File: src/rtl/pec_pkg.sv
package pec_pkg;
   // Default geometry for the quad-lane marker packer
   localparam int unsigned DEF_LANES  = 4;
   localparam int unsigned DEF_WORD_W = 16;

   // Bit order inside an output word
   typedef enum logic {
      ORDER_OLDEST_MSB = 1'b0,
      ORDER_OLDEST_LSB = 1'b1
   } pec_order_e;
endpackage

File: src/rtl/pec_edge_lane.sv
module pec_edge_lane (
   input  logic clk,
   input  logic rst_n,
   input  logic smp,
   output logic mark
);
   logic prev_q;

   // Previous sample of this lane; cleared by reset so a line high at
   // release is seen as a start on the first sample.
   always_ff @(posedge clk or negedge rst_n) begin
      if (!rst_n) prev_q <= 1'b0;
      else        prev_q <= smp;
   end

   assign mark = smp & ~prev_q;
endmodule

File: src/rtl/pec_merge.sv
module pec_merge #(
   parameter int unsigned LANES = 4
) (
   input  logic [LANES-1:0] marks,
   output logic             merged
);
   // Reduction OR of the per-lane markers
   assign merged = |marks;
endmodule

File: src/rtl/pec_pack.sv
module pec_pack
   import pec_pkg::*;
#(
   parameter int unsigned WORD_W = 16,
   parameter pec_order_e  ORDER  = ORDER_OLDEST_LSB
) (
   input  logic              clk,
   input  logic              rst_n,
   input  logic              bit_in,
   output logic [WORD_W-1:0] word_out,
   output logic              word_vld
);
   localparam int unsigned    CNT_W = (WORD_W > 2) ? $clog2(WORD_W) : 1;
   localparam logic [CNT_W-1:0] LAST = CNT_W'(WORD_W - 1);

   logic [CNT_W-1:0]  cnt_q;
   logic [WORD_W-1:0] shreg_q;
   logic [WORD_W-1:0] shift_nxt;
   logic [WORD_W-1:0] word_q;
   logic              vld_q;

   generate
      if (ORDER == ORDER_OLDEST_LSB) begin : g_lsb
         // Newest enters at the top, oldest drifts to bit 0
         assign shift_nxt = {bit_in, shreg_q[WORD_W-1:1]};
      end else begin : g_msb
         assign shift_nxt = {shreg_q[WORD_W-2:0], bit_in};
      end
   endgenerate

   always_ff @(posedge clk or negedge rst_n) begin
      if (!rst_n) begin
         cnt_q   <= '0;
         shreg_q <= '0;
         word_q  <= '0;
         vld_q   <= 1'b0;
      end else begin
         shreg_q <= shift_nxt;
         vld_q   <= (cnt_q == LAST);
         if (cnt_q == LAST) begin
            word_q <= shift_nxt;
            cnt_q  <= '0;
         end else begin
            cnt_q  <= cnt_q + CNT_W'(1);
         end
      end
   end

   assign word_out = word_q;
   assign word_vld = vld_q;
endmodule

File: src/rtl/pulse_edge_combiner.sv
module pulse_edge_combiner
   import pec_pkg::*;
#(
   parameter int unsigned NUM_CH = DEF_LANES,
   parameter int unsigned WORD_W = DEF_WORD_W,
   parameter pec_order_e  ORDER  = ORDER_OLDEST_LSB
) (
   input  logic              clk,
   input  logic              rst_n,
   input  logic [NUM_CH-1:0] smp_in,
   output logic [WORD_W-1:0] word_out,
   output logic              word_vld
);
   // Elaboration-time parameter checks
   initial begin
      assert (NUM_CH >= 1) else $fatal(1, "NUM_CH must be at least 1");
      assert (WORD_W >= 2) else $fatal(1, "WORD_W must be at least 2");
   end

   logic [NUM_CH-1:0] lane_mark;
   logic              mark_stream;

   generate
      for (genvar g = 0; g < NUM_CH; g++) begin : g_lane
         pec_edge_lane u_lane (
            .clk   (clk),
            .rst_n (rst_n),
            .smp   (smp_in[g]),
            .mark  (lane_mark[g])
         );
      end
   endgenerate

   pec_merge #(.LANES(NUM_CH)) u_merge (
      .marks  (lane_mark),
      .merged (mark_stream)
   );

   pec_pack #(.WORD_W(WORD_W), .ORDER(ORDER)) u_pack (
      .clk      (clk),
      .rst_n    (rst_n),
      .bit_in   (mark_stream),
      .word_out (word_out),
      .word_vld (word_vld)
   );
endmodule

File: config.mk
export PLATFORM = sky130hd
export DESIGN_NAME = pulse_edge_combiner
export DESIGN_NICKNAME = d
export VERILOG_FILES = /design/src/rtl/pec_pkg.sv /design/src/rtl/pec_edge_lane.sv /design/src/rtl/pec_merge.sv /design/src/rtl/pec_pack.sv /design/src/rtl/pulse_edge_combiner.sv
export SDC_FILE = /design/constraint.sdc
export NUM_CORES = 1
export LEC_CHECK = 0
export BUFFER_PORTS_ARGS = -buffer_cell sky130_fd_sc_hd__buf_2
export CORE_UTILIZATION = 49
export CTS_CLUSTER_SIZE = 28
export DETAILED_ROUTE_END_ITERATION = 10
export PLACE_DENSITY = 0.79
export RECOVER_POWER = 50
export SYNTH_ARGS = -nofsm -noshare
export SYNTH_HDL_FRONTEND = slang
export SYNTH_HIERARCHICAL = 1
export SYNTH_SLANG_ARGS = --single-unit
File: constraint.sdc
create_clock -name clk -period 2.75 [get_ports clk]
set_clock_uncertainty 0.1 [all_clocks]
set_input_delay 0.55 -clock clk [delete_from_list [all_inputs] [get_ports clk]]
set_output_delay 0.55 -clock clk [all_outputs]
set_load 0.02 [all_outputs]
==> key figures <==
Synthesis
  – Top cell type's share of synthesized area: 73.06%
  – Cell taking the most area after synthesis: dfrtp_1
  – Register area share after synthesis: between 70% and 80%
  – Syn nets: 79
  – Mean Syn Cell Area: ~19 um2
  – Yosys warning count: 6
  – Gate count of the mapped netlist: ~70
  – Synth area leaders: dfrtp_1 (73%), mux2_4 (9.9%), mux2_2 (5.8%)
  – Area of the mapped netlist: 0.001370 mm2
  – #FFs+latches synth: 40
  – Synth cell types: 15

Power
  – Sequential Power Share: 62.8%
  – Worst vdd ir: 0.0005274 V
  – Clock power frac: between 20% and 30%
  – Total power: between 0.001 and 0.0015 W
  – Leak pwr: around 0.74 nW
  – Sw frac: about 23%
  – Power per cell area: between 600 and 700 mW/mm2
  – Cell internal pwr: 0.0007977 W
  – Combinational Power Share: under 10%
  – Net Switching: between 0.0002 and 0.00025 W

Floorplanning
  – Core footprint: ~0.0026 mm2
  – Die Span X: 54.88 um
  – I/O pin cnt: 23
  – Die height: 54.88 um
  – Starting Density: a little over half
  – FP Rows: 18
  – Die area: 0.003011 mm2

Layout
  – Leading cell type in the layout, fill and taps excluded: dfrtp_1
  – Layout area overhead: 14.06%
  – Commonest non-fill, non-tap cells in the layout: dfrtp_1 (40), buf_2 (20), mux2_4 (9), mux2_2 (7), clkbuf_4 (5)
  – Final Core Density: 60.87%
  – Final net count: ~110
  – Share of cells above drive strength 1: between 40% and 50%
  – # diodes: 0
  – Fin area: 0.001563 mm2

CTS
  – Sink Count: 40
  – Resize count post-CTS: 0
  – Clock latency on the worst-skew pair: approximately 0.34 ns
  – Hold Buf Count CTS: 0
  – Clk pin slew, worst setup/hold paths: around 0.11 ns
  – CTS max path bufs: 2
  – CTS tree: done
  – Post-CTS Setup Bufs: 0
  – H-tree depth: 2
  – CTS Buf Count: 5
  – CTS root buf: clkbuf_4

Critical path
  – Flop2flop setup slack: between 1 and 1.5 ns
  – Type of element capturing the critical path: flip-flop
  – Worst reg2reg endpoint: u_pack/word_out[13]$_DFFE_PN0N_
  – Worst path bufs/invs: 0
  – Required @ worst endpoint: between 2 and 3 ns
  – Critical path launch point type: flip-flop
  – Arrival @ worst endpoint: 1.69 ns
  – Worst R2R Start: u_pack/cnt_q[0]$_DFF_PN0_
  – Setup CP Type: reg2reg
  – Worst path slowest cell: dfrtp_1
  – Family with the most delay on the worst path: flip-flops
  – Cell depth of the worst flop-to-flop path: 3
  – Critical-path cell list: ha_1, nand3_4, mux2_4
  – Crit-path max FO: 17
  – Worst path max stage delay: 0.41 ns

Route
  – Via-to-Cell Ratio: 4.969
  – DRT iter0 DRCs: 2
  – Wire per inst: between 10 and 15 um
  – Total Wirelength: ~1800 um
  – Via count: ~650
  – Pre-antenna DRT Iters: 3
  – Detail Route Antenna Nets: 0
  – # DRC: 0

STA
  – Final hold viol count: 0
  – Slew headroom: between 40 and 50%
  – Final min period: about 1.6 ns
  – Fmax: ~640 MHz
  – Worst Setup Slack, final: 1.186 ns
  – RSZ-0062 raised after global routing: false
  – Setup TNS: 0 ns
  – Final setup violation count: 0
  – Crit share post-route: between 50% and 60%
  – Final slew viol count: 0
  – Worst slew pin tran: 0.8356 ns

Flow run
  – Max Cap Viol: 0

Place
  – # port buffers: 22
  – Post-DP HPWL: ~1200 um
  – Setup Slack @ Placement: 0.9389 ns
  – GP Congestion: about 0.61
  – Cell area after placement: 0.001506 mm2

Global route
  – Initial antenna violation count: 0
  – Vias in the first global route: roughly 670
  – First-pass GRT wire length: roughly 3000 um
  – Gr usage total: between 15 and 20%
  – Gr ovfl total: 0
  – Largest net degree at the start of global routing: between 40 and 50

Hold path
  – Worst Hold Class: in2async

Run status
  – Status: complete, no violations
## synth_stat cells
cell type and number:
dfrtp_1 40, mux2_4 9, mux2_2 7, nor2b_4 4
inv_1 2, a311o_1 1, and2b_1 1, and4b_1 1
buf_6 1, ha_1 1, nand2_1 1, nand3_4 1
nor2_1 1, or4_1 1, xor2_1 1
## cell families after synthesis
| group | count (synthesis) | synth area share, % |
|---|---|---|
| xor+xnor | 1 | 0.6394 |
| compound gates | 1 | 0.7306 |
| flops | 40 | 73.06 |
| buf+inv | 3 | 1.370 |
| fa+ha+maj | 1 | 0.9131 |
| mux | 16 | 15.62 |
| simple gates | 10 | 7.671 |
## state kept, by name (all words and copies together) (netlist names)
signal	count
g_lane.u_lane/prev_q	4
u_pack/cnt_q	4
u_pack/shreg_q	15
u_pack/word_out	16
u_pack/word_vld	1
## per-stage QoR
| step | hold slack [ns] | instances |
|---|---|---|
| after floorplan | 0.1544 | 72 |
| after global placement | 0.2547 | 123 |
| after detailed placement | 0.2630 | 123 |
| after CTS | 0.2128 | 131 |
| after global routing | 0.2079 | 131 |
| final | 0.1963 | 131 |
## cell type report
cell class / count / area [um2]
well taps: 30 / 37.54
repair buffers: 22 / 107.6
multi-input cells: 29 / 350.3
flip-flops and latches: 40 / 1001
inverters: 2 / 7.507
fillers: 215 / 1005
clock buffers: 8 / 58.81
## power groups by stage
stage,Combinational [W],Clock (W),Sequential [W]
finish,0.0000926,0.000294,0.000652
global route,0.000102,0.000333,0.000658
CTS,0.0000949,0.000310,0.000653
detailed placement,0.0000950,0,0.000664
global placement,0.0000931,0,0.000662
floorplan,0.0000298,0,0.000685
## worst max-delay path by stage
stage	start	endpoint	slack, ns	cells after the start
after floorplan	smp_in[1]	u_pack/word_out[15]$_DFFE_PN0N_	1.09	3
after global placement	smp_in[1]	u_pack/word_out[15]$_DFFE_PN0N_	0.97	4
after detailed placement	smp_in[1]	u_pack/word_out[15]$_DFFE_PN0N_	0.94	4
after CTS	u_pack/cnt_q[0]$_DFF_PN0_	u_pack/word_out[12]$_DFFE_PN0N_	1.17	3
after global routing	u_pack/cnt_q[0]$_DFF_PN0_	u_pack/word_out[4]$_DFFE_PN0N_	1.11	3
final	u_pack/cnt_q[0]$_DFF_PN0_	u_pack/word_out[13]$_DFFE_PN0N_	1.19	3
## worst reg2reg max path, cell delays in order (launching register included)
cell and delay, ns:
dfrtp_1 0.41, ha_1 0.27, nand3_4 0.29, mux2_4 0.39
## metal layers
layer	share of wire, %	track usage (%)	vias to the layer above
met4	1.9	11.54	0
met5	0	0	-
met2	44	21.29	20
met1	49	19.74	326
li1	-	-	300
met3	5.7	6.389	5
Power figures use the tool's default switching activity.
